**src/rtl/sds_pkg.sv**
```systemverilog
package sds_pkg;
  typedef enum logic [1:0] {PH_IDLE, PH_WR, PH_RD, PH_IGN} phase_e;

  // control field order follows frame-one arrival order, first bit in the LSB
  typedef struct packed {
    logic       bias_half;
    logic       seg_off;
    logic [2:0] port_sel;
    logic [1:0] key_sel;
    logic [1:0] sleep;
  } ctrl_t;

  localparam int unsigned CTRL_BITS = $bits(ctrl_t);
  // direction code as {second bit, first bit}
  localparam logic [1:0] DIR_F1 = 2'b00;
  localparam logic [1:0] DIR_F2 = 2'b01;
endpackage

```
**src/rtl/sds_rx.sv**
```systemverilog
module sds_rx
  import sds_pkg::*;
#(
  parameter int unsigned FRAME_BITS = 52,
  parameter int unsigned ADDR_BITS  = 8,
  parameter logic [7:0]  ADDR_WR    = 8'h42,
  parameter logic [7:0]  ADDR_RD    = 8'h43
) (
  input  logic                  clk_i,
  input  logic                  rst_ni,
  input  logic                  ce_i,
  input  logic                  cl_i,
  input  logic                  di_i,
  output logic                  ce_q_o,
  output logic                  ce_fall_o,
  output logic                  cl_fall_o,
  output logic                  rd_start_o,
  output logic                  rd_active_o,
  output logic                  wr_ok_o,
  output logic [FRAME_BITS-1:0] frame_o
);
  localparam int unsigned CW = $clog2(FRAME_BITS + 2);
  localparam logic [CW-1:0] CNT_FULL = CW'(FRAME_BITS);
  localparam logic [CW-1:0] CNT_MAX  = CW'(FRAME_BITS + 1);

  logic                  ce_q, cl_q;
  logic [ADDR_BITS-1:0]  addr_q;
  phase_e                phase_q;
  logic [FRAME_BITS-1:0] frame_q;
  logic [CW-1:0]         cnt_q;
  logic                  ce_rise, ce_fall, cl_rise, cl_fall;

  assign ce_rise = ce_i & ~ce_q;
  assign ce_fall = ~ce_i & ce_q;
  assign cl_rise = cl_i & ~cl_q;
  assign cl_fall = ~cl_i & cl_q;

  always_ff @(posedge clk_i or negedge rst_ni) begin
    if (!rst_ni) begin
      ce_q    <= 1'b0;
      cl_q    <= 1'b0;
      addr_q  <= '0;
      phase_q <= PH_IDLE;
      frame_q <= '0;
      cnt_q   <= '0;
    end else begin
      ce_q <= ce_i;
      cl_q <= cl_i;
      if (!ce_i && cl_rise) addr_q <= {di_i, addr_q[ADDR_BITS-1:1]};
      if (ce_rise) begin
        cnt_q <= '0;
        if (addr_q == ADDR_BITS'(ADDR_WR))      phase_q <= PH_WR;
        else if (addr_q == ADDR_BITS'(ADDR_RD)) phase_q <= PH_RD;
        else                                    phase_q <= PH_IGN;
      end else if (ce_fall) begin
        phase_q <= PH_IDLE;
      end else if (ce_i && cl_rise && phase_q == PH_WR) begin
        frame_q <= {di_i, frame_q[FRAME_BITS-1:1]};
        if (cnt_q != CNT_MAX) cnt_q <= cnt_q + 1'b1;
      end
    end
  end

  assign ce_q_o      = ce_q;
  assign ce_fall_o   = ce_fall;
  assign cl_fall_o   = cl_fall;
  assign rd_start_o  = ce_rise && (addr_q == ADDR_BITS'(ADDR_RD));
  assign rd_active_o = (phase_q == PH_RD);
  assign wr_ok_o     = (phase_q == PH_WR) && (cnt_q == CNT_FULL);
  assign frame_o     = frame_q;

  AST_RD_NEEDS_CE: assert property (@(posedge clk_i) disable iff (!rst_ni)
    rd_active_o |-> ce_q);
  AST_ADDR_HELD_IN_DATA: assert property (@(posedge clk_i) disable iff (!rst_ni)
    (ce_q && ce_i) |=> $stable(addr_q));
endmodule

```
**src/rtl/sds_regs.sv**
```systemverilog
module sds_regs
  import sds_pkg::*;
#(
  parameter int unsigned FRAME_BITS = 52,
  parameter int unsigned DISP_BITS  = 75,
  parameter int unsigned D1_BITS    = 39
) (
  input  logic                  clk_i,
  input  logic                  rst_ni,
  input  logic                  ce_fall_i,
  input  logic                  wr_ok_i,
  input  logic [FRAME_BITS-1:0] frame_i,
  output logic [DISP_BITS-1:0]  disp_o,
  output ctrl_t                 ctrl_o,
  output logic                  sys_rst_o
);
  localparam int unsigned D2_BITS = DISP_BITS - D1_BITS;

  logic [DISP_BITS-1:0] disp_q;
  ctrl_t                ctrl_q;
  logic                 got1_q, got2_q, rst_q;
  logic [1:0]           dir;
  logic                 take1, take2;

  assign dir   = {frame_i[FRAME_BITS-1], frame_i[FRAME_BITS-2]};
  assign take1 = ce_fall_i && wr_ok_i && (dir == DIR_F1);
  assign take2 = ce_fall_i && wr_ok_i && (dir == DIR_F2);

  always_ff @(posedge clk_i or negedge rst_ni) begin
    if (!rst_ni) begin
      disp_q <= '0;
      ctrl_q <= '0;
      got1_q <= 1'b0;
      got2_q <= 1'b0;
      rst_q  <= 1'b1;
    end else begin
      if (take1) begin
        disp_q[D1_BITS-1:0] <= frame_i[D1_BITS-1:0];
        ctrl_q              <= frame_i[D1_BITS +: CTRL_BITS];
        got1_q              <= 1'b1;
        if (got2_q) rst_q <= 1'b0;
      end
      if (take2) begin
        disp_q[DISP_BITS-1:D1_BITS] <= frame_i[D2_BITS-1:0];
        got2_q                      <= 1'b1;
        if (got1_q) rst_q <= 1'b0;
      end
    end
  end

  assign disp_o    = disp_q;
  assign ctrl_o    = ctrl_q;
  assign sys_rst_o = rst_q;

  AST_DISP_ONLY_ON_FALL: assert property (@(posedge clk_i) disable iff (!rst_ni)
    !ce_fall_i |=> $stable(disp_q));
  AST_RST_RELEASE_ON_FALL: assert property (@(posedge clk_i) disable iff (!rst_ni)
    (rst_q && !ce_fall_i) |=> rst_q);
  AST_RST_STAYS_CLEAR: assert property (@(posedge clk_i) disable iff (!rst_ni)
    !rst_q |=> !rst_q);
endmodule

```
**src/rtl/sds_tx.sv**
```systemverilog
module sds_tx #(
  parameter int unsigned KEY_BITS = 30
) (
  input  logic                clk_i,
  input  logic                rst_ni,
  input  logic                rd_start_i,
  input  logic                rd_active_i,
  input  logic                cl_fall_i,
  input  logic                ce_q_i,
  input  logic                ce_fall_i,
  input  logic                sys_rst_i,
  input  logic                sleep_any_i,
  input  logic                key_req_i,
  input  logic [KEY_BITS-1:0] key_data_i,
  output logic                do_o,
  output logic                rd_done_o
);
  logic [KEY_BITS:0] sh_q;
  logic              rd_done_q;
  logic              req_ok;

  assign req_ok = key_req_i && !sys_rst_i;

  always_ff @(posedge clk_i or negedge rst_ni) begin
    if (!rst_ni) begin
      sh_q      <= '1;
      rd_done_q <= 1'b0;
    end else begin
      rd_done_q <= ce_fall_i && rd_active_i && !sys_rst_i;
      if (rd_start_i)
        sh_q <= {sleep_any_i, req_ok ? key_data_i : {KEY_BITS{1'b0}}};
      else if (rd_active_i && cl_fall_i)
        sh_q <= {1'b1, sh_q[KEY_BITS:1]};
    end
  end

  always_comb begin
    if (sys_rst_i)        do_o = 1'b1;
    else if (rd_active_i) do_o = sh_q[0];
    else if (ce_q_i)      do_o = 1'b1;
    else                  do_o = ~key_req_i;
  end

  assign rd_done_o = rd_done_q;

  AST_DONE_SINGLE: assert property (@(posedge clk_i) disable iff (!rst_ni)
    rd_done_q |=> !rd_done_q);
endmodule

```
**src/rtl/serial_disp_slave.sv**
```systemverilog
module serial_disp_slave
  import sds_pkg::*;
#(
  parameter int unsigned DISP_BITS  = 75,
  parameter int unsigned D1_BITS    = 39,
  parameter int unsigned KEY_BITS   = 30,
  parameter int unsigned FRAME_BITS = 52,
  parameter logic [7:0]  ADDR_WR    = 8'h42,
  parameter logic [7:0]  ADDR_RD    = 8'h43
) (
  input  logic                 clk_i,
  input  logic                 rst_ni,
  input  logic                 ce_i,
  input  logic                 cl_i,
  input  logic                 di_i,
  input  logic [KEY_BITS-1:0]  key_data_i,
  input  logic                 key_req_i,
  output logic                 do_o,
  output logic                 key_rd_done_o,
  output logic [DISP_BITS-1:0] disp_o,
  output logic [1:0]           sleep_o,
  output logic [1:0]           key_sel_o,
  output logic [2:0]           port_sel_o,
  output logic                 seg_off_o,
  output logic                 bias_half_o,
  output logic                 sys_rst_o
);
  logic                  ce_q, ce_fall, cl_fall, rd_start, rd_active, wr_ok;
  logic [FRAME_BITS-1:0] frame;
  ctrl_t                 ctrl;
  logic                  sys_rst;

  sds_rx #(
    .FRAME_BITS(FRAME_BITS), .ADDR_BITS(8), .ADDR_WR(ADDR_WR), .ADDR_RD(ADDR_RD)
  ) u_rx (
    .clk_i(clk_i), .rst_ni(rst_ni), .ce_i(ce_i), .cl_i(cl_i), .di_i(di_i),
    .ce_q_o(ce_q), .ce_fall_o(ce_fall), .cl_fall_o(cl_fall),
    .rd_start_o(rd_start), .rd_active_o(rd_active), .wr_ok_o(wr_ok), .frame_o(frame)
  );

  sds_regs #(
    .FRAME_BITS(FRAME_BITS), .DISP_BITS(DISP_BITS), .D1_BITS(D1_BITS)
  ) u_regs (
    .clk_i(clk_i), .rst_ni(rst_ni), .ce_fall_i(ce_fall), .wr_ok_i(wr_ok),
    .frame_i(frame), .disp_o(disp_o), .ctrl_o(ctrl), .sys_rst_o(sys_rst)
  );

  sds_tx #(.KEY_BITS(KEY_BITS)) u_tx (
    .clk_i(clk_i), .rst_ni(rst_ni), .rd_start_i(rd_start), .rd_active_i(rd_active),
    .cl_fall_i(cl_fall), .ce_q_i(ce_q), .ce_fall_i(ce_fall), .sys_rst_i(sys_rst),
    .sleep_any_i(|ctrl.sleep), .key_req_i(key_req_i), .key_data_i(key_data_i),
    .do_o(do_o), .rd_done_o(key_rd_done_o)
  );

  assign sleep_o     = ctrl.sleep;
  assign key_sel_o   = ctrl.key_sel;
  assign port_sel_o  = ctrl.port_sel;
  assign seg_off_o   = ctrl.seg_off;
  assign bias_half_o = ctrl.bias_half;
  assign sys_rst_o   = sys_rst;

  AST_DO_HIGH_IN_RESET: assert property (@(posedge clk_i) disable iff (!rst_ni)
    sys_rst |-> do_o);
  AST_NO_DONE_IN_RESET: assert property (@(posedge clk_i) disable iff (!rst_ni)
    (sys_rst && $past(sys_rst)) |-> !key_rd_done_o);
endmodule

```
**config.mk**
```make
export PLATFORM = sky130hd
export DESIGN_NAME = serial_disp_slave
export DESIGN_NICKNAME = d
export VERILOG_FILES = /design/src/rtl/sds_pkg.sv /design/src/rtl/sds_rx.sv /design/src/rtl/sds_regs.sv /design/src/rtl/sds_tx.sv /design/src/rtl/serial_disp_slave.sv
export SDC_FILE = /design/constraint.sdc
export NUM_CORES = 1
export LEC_CHECK = 0
export BUFFER_PORTS_ARGS = -buffer_cell sky130_fd_sc_hd__buf_2
export CORE_AREA = 2 2 142 144
export DETAILED_ROUTE_END_ITERATION = 6
export DIE_AREA = 0 0 144 146
export GPL_TIMING_DRIVEN = 0
export PLACE_DENSITY = 0.63
export SLEW_MARGIN = 30
export SYNTH_ARGS = -nofsm -noshare
export SYNTH_HDL_FRONTEND = slang
export SYNTH_SLANG_ARGS = --single-unit
```
**constraint.sdc**
```tcl
create_clock -name clk_i -period 2.4 [get_ports clk_i]
set_input_delay 0.12 -clock clk_i [delete_from_list [all_inputs] [get_ports clk_i]]
set_output_delay 0.12 -clock clk_i [all_outputs]
set_load 0.01 [all_outputs]
```
# Yosys cells after proc, flatten, opt, wreduce, memory -nomap -nowiden
# Cells that the tools add are included.
[word_totals] reg_bits=189 latch_bits=0 ramBits=0 mem_bits_ro=0 input_bits=36 output_inout_bits=87 word_cells=78 n_memories=0
[op_classes] add_sub_neg=1 mul=0 div_mod_pow=0 n_lt_le_gt_ge=0 eq_ne=8 shifts=0 n_mux=18 n_bitwise=11 n_reduce_logical=22
[ops] operator="two-way mux 31 bit" n=2
[ops] operator="two-way mux 30 bit" n=1
[ops] operator="two-way mux 6 bit" n=4
[ops] operator="equality test 8 x 7 -> 1 bit (second input constant)" n=2
[ops] operator="logical AND 1 bit" n=12
[ops] operator="two-way mux 1 bit" n=8
[ops] operator="nonzero test 2 bit" n=4
[ops] operator="inverter 1 bit" n=7
[ops] operator="adder 6 x 1 -> 6 bit (second input constant)" n=1
[ops] operator="equality test 6 bit (second input constant)" n=1
[ops] operator="two-way mux 2 bit" n=3
[ops] operator="!= test 6 bit (second input constant)" n=1
[ops] operator="AND reduction 3 bit" n=2
[ops] operator="bitwise AND 1 bit" n=4
[ops] operator="equality test 2 x 1 -> 1 bit (second input constant)" n=2
[ops] operator="equality test 2 bit (second input constant)" n=1
[ops] operator="logical NOT 1 bit" n=2
[ops] operator="logical NOT 2 bit" n=1
[ops] operator="!= test 2 bit (second input constant)" n=1
[ops] operator="OR reduction 2 bit" n=1

# Longest topological paths before layout
[logic_depth] word_depth=7 mapped_depth=9 ltp_nobuf=6

# Cells and area by module
# From an unflattened synthesis, not the netlist that was laid out.
[unflattened] cells_unflattened=525 hier_area_um2=7886.3
[by_module_without_submodules] module="sds_regs" instances=1 cells_per_inst=187 area_each_um2=3299.4 seq_area_each_um2=2178.3
[by_module_without_submodules] module="sds_rx" instances=1 cells_per_inst=192 area_each_um2=2841.5 seq_area_each_um2=1751.7
[by_module_without_submodules] module="sds_tx" instances=1 cells_per_inst=145 area_each_um2=1739.2 seq_area_each_um2=839.6
[by_module_without_submodules] module="serial_disp_slave" instances=1 cells_per_inst=1 area_each_um2=6.3 seq_area_each_um2=0.0

# Worst setup path before layout
# No wires, ideal clock.
[synth_timing] path_kind="register to register" startpoint="register u_rx.cnt_q[0]" endpoint="register u_regs.ctrl_q, in the netlist u_regs.ctrl_o[0]" setup_ns=0.125 t_arrival_ns=1.858 required_ns=2.275 slack_ns=0.417 stages_incl_launch_ff=9 n_path_buf=2 period_less_slack_ns=1.983 cell_sequence="dfrtp_1 inv_1 ha_1 nand3b_1 or4_4 nor2_8 buf_8 buf_12 mux2_4"
[synth_via] elab_chain_len=4
[synth_lines] item="from (decl)" line="sds_rx.sv:30" rtl="logic [CW-1:0] cnt_q;"
[synth_lines] item="from (signal assigned)" line="sds_rx.sv:59" rtl="if (cnt_q != CNT_MAX) cnt_q <= cnt_q + 1'b1;"
[synth_lines] item="equality test 6 bit" line="sds_rx.sv:69" rtl="assign wr_ok_o = (phase_q == PH_WR) && (cnt_q == CNT_FULL);"
[synth_lines] item="logical AND 1 bit" line="sds_rx.sv:69"
[synth_lines] item="logical AND 1 bit (2 in series)" line="sds_regs.sv:26" rtl="assign take1 = ce_fall_i && wr_ok_i && (dir == DIR_F1);"
[synth_lines] item="to (signal assigned)" line="sds_regs.sv:39" rtl="ctrl_q <= frame_i[D1_BITS +: CTRL_BITS];"
[synth_lines] item="to (decl)" line="sds_regs.sv:20" rtl="ctrl_t ctrl_q;"
# Every way passes these cells.
# A chain may end at the register's enable or synchronous reset.

# Worst setup path after layout
[layout_timing] startpoint="register u_rx.cnt_q[0]" endpoint="register u_regs.disp_q[73], in the netlist u_regs.disp_o[73]"
[layout_via] elab_chain_len=4
[layout_lines] item="equality test 6 bit" line="sds_rx.sv:69"
[layout_lines] item="logical AND 1 bit" line="sds_rx.sv:69"
[layout_lines] item="logical AND 1 bit (2 in series)" line="sds_regs.sv:27" rtl="assign take2 = ce_fall_i && wr_ok_i && (dir == DIR_F2);"
[layout_lines] item="to (signal, indexed assignment)" line="sds_regs.sv:38" rtl="disp_q[D1_BITS-1:0] <= frame_i[D1_BITS-1:0];"
[layout_lines] item="to (signal, indexed assignment)" line="sds_regs.sv:44" rtl="disp_q[DISP_BITS-1:D1_BITS] <= frame_i[D2_BITS-1:0];"
[layout_lines] item="to (decl)" line="sds_regs.sv:19" rtl="logic [DISP_BITS-1:0] disp_q;"
# Every way passes these cells.

==> results.md <==
- Io pins: 123
- Total wire length: ~15000 um
- Endpoints failing setup: 0
- Commonest non-fill, non-tap cell in the layout: dfrtp_1
- Yosys reg bits: 189
- Mapped Area: 0.00765 sq mm
- Status: completed
- Vias: 4524
- Fin crit share: 0.905
- CP Capture Type: flip-flop
- GR peak layer: met2
- Fin. max-slew vios: 0
- Kind of critical path: reg2reg
- Sequential Area: 0.00477 sq mm
- Total global routing overflow: 0
- First-pass GRT wire length: roughly 25000 um
- Slack of the worst reg-to-reg path: 0.23 ns
- Most frequent cells in the layout: dfrtp_1, mux2_2, buf_2
- CTS tree: done
- Syn Nets: 531
- Worst Slack Setup Final: 0.228 ns
- Synthesized area per cell: 15.6 sq um
- Global Route met2 Usage: 0.242
- Die ar.: 0.0210 sq mm
- DP Worst Slack: -0.0173 ns
- Worst-path clk slew: 0.07 ns
- Core Footprint: 0.0193 sq mm
- CP Max Fanout: 10
- EDFF count, synth: 0
- Hold slack: 0.193 ns
- Clk_lat worst skew: 0.42 ns
- TritonCTS buffer count: 17
- Max Fclk: 0.460 GHz
- Max-cap viol count: 0
- Crit path DAT: 2.48 ns
- Area occupied by multi-input gates: between 0.002 and 0.003 sq mm
- Synth top area share: 0.514
- Initial Util: 0.396
- Post-Place Cell Area: 0.00866 sq mm
- Root Driver: clkbuf_16
- Critical path required time: 2.70 ns
- Type of origin of the critical path: flip-flop
- Via-per-instance ratio: 4.79
- Finished Cell Area: 0.00960 sq mm
- DRT iter0 DRCs: 116
- Final Skew: 0.00788 ns
- Die width: around 140 um
- GR Util met1: 0.199
- Post-CTS Setup Bufs: 0
- Tot GR Track Use: 0.153
- Worst-margin pin slew: between 0.5 and 0.6 ns
- Bufs on Longest Clock Path: 2
- Worst vdd ir: roughly 0.47 mV
- Sequential share of the synthesized area: 0.624
- RSZ-0062 raised after global routing: no
- Resized cells post-CTS: 0
- Largest net degree at the start of global routing: 85
- Unique cell type count in the Yosys netlist: 41
- CTS Sinks: 189
- Yosys warning total: 0
- PD cells: 689 mW/mm^2
- Fraction of registers with async set/reset: 1.00
- H-Tree Depth: 4
- Avg WL per Cell: 16.2 um
- Core Rows: 51
- Vias in the first global route: about 4900
- Final net count: roughly 710
- # DRC: 0
- Height of the die: 146 um
- Antenna-violating nets left: 0
- Final Wtd Congestion: 0.776
- Post-DP HPWL: between 10000 and 15000 um
- GRT met3 Usage: 0.0526
- Inserted Diodes: 0
- Ys flop type: dfrtp_1
- Mapped Cells: 490
- Fill count: 1677
- Port Buf Inserts: 122
- Post-synth top area cell: dfrtp_1
- TritonRoute pass-1 iters: 4
- Antenna violations before repair: 0
- Share of cells above drive strength 1: 0.524
- Area contributors post-synth: dfrtp_1, mux2_2, dfstp_2
- Slew HR: 0.618
- Lkg Pwr: 4.78 nW
- Final hold vios: 0
- Worst hold path class: in2reg
- Final min period: 2.17 ns
- Syn-to-layout area delta: 25.6%
## timing repair
item                                   in CTS  in global routing
endpoints found under the hold margin      89                  0
hold buffers                               34                  0
setup endpoints to repair                   0                  0
## metal layers
metal  wire [um]  up-vias
met5           0        -
met2        7140      114
met1        6990     2278
met3        1000       12
met4         208        0
li1            -     2120
## cell type report
type	instances	share of cell area
Sequential cell	189	0.497
Multi-Input combinational cell	266	0.278
Timing Repair Buffer	158	0.106
Clock buffer	19	0.0472
Tap cell	265	0.0345
Buffer	25	0.0175
Clock inverter	13	0.0162
Inverter	10	0.00391
## cell usage after synthesis (2+ instances only)
library cell  instances
a21oi_1               2
and3b_1               2
and4_1                2
buf_2                10
buf_4                 3
buf_6                 3
clkbuf_1              7
dfrtp_1             157
dfstp_2              32
ha_1                  5
inv_1                10
mux2_2              134
mux2_4                9
mux2i_1              33
nand2_1               7
nand2b_1              3
nand3_1               4
nand4_1               2
nor2_1                2
nor2_8                2
nor3_1                2
nor3b_1               2
o21ai_0               7
o2bb2ai_1            30
o311ai_0              2
o31ai_1               2
or2_2                 2
## final timing paths
path,start,to,depth (start not counted)
worst max-delay path,u_rx.cnt_q[0]$_DFFE_PN0P_,u_regs.disp_o[73]$_DFFE_PN0P_,7
worst min-delay path,ce_i,u_rx.cnt_q[4]$_DFFE_PN0P_,4
worst max register to register,u_rx.cnt_q[0]$_DFFE_PN0P_,u_regs.disp_o[73]$_DFFE_PN0P_,7
worst min register to register,u_regs.got1_q$_DFFE_PN0N_,u_regs.got1_q$_DFFE_PN0N_,1
max in group asynchronous,rst_ni,u_regs.sys_rst_o$_DFF_PN1_,4
min in group asynchronous,rst_ni,u_regs.ctrl_o[2]$_DFFE_PN0N_,2
## report_power, final
part           internal [mW]  leakage, nW  switching [mW]
sequential              3.32         2.50          0.0797
combinational          0.179         1.98           0.172
clock                   1.62        0.300            1.24
total                   5.12         4.78            1.49
## kinds of logic (layout without fill, tap and decap cells)
group                    count (synthesis)  count (layout)  share of synthesized area
adder cells (fa/ha/maj)                  5               5                    0.00818
buffers and inverters                   35             225                     0.0268
multiplexers                           176             176                      0.258
AO/OA/AOI/OAI                           47              47                     0.0481
AND/OR/NAND/NOR                         38              38                     0.0352
flip-flops                             189             189                      0.624
## worst max-delay path, cell delays in order (launching register included)
cell      delay, ns
dfrtp_1        0.44
inv_1          0.08
ha_1           0.15
nand3b_1       0.07
or4_4          0.50
nor2_8         0.25
buf_6          0.21
mux2_2         0.35
## registers in the layout, summed over array words and instances, names as in the netlist
signal and cells:
u_rx.frame_o 52, u_regs.got2_q 1, u_rx.addr_q 8, u_rx.cnt_q 6
u_rx.cl_q 1, u_regs.got1_q 1, u_tx.rd_done_o 1, u_rx.ce_q_o 1
u_tx.sh_q 31, u_regs.sys_rst_o 1, u_rx.phase_q 2, u_regs.ctrl_o 9
u_regs.disp_o 75
## per-stage QoR
stage,power [mW],util,cells,setup TNS [ns]
global placement,3.74,0.444,877,-266.35
finish,6.61,0.497,945,0
CTS,6.71,0.497,945,0
floorplan,3.61,-,490,0
detailed placement,3.77,0.448,879,-0.0908
global route,6.91,0.497,945,0
No activity file was read; power rests on OpenSTA's default activity.
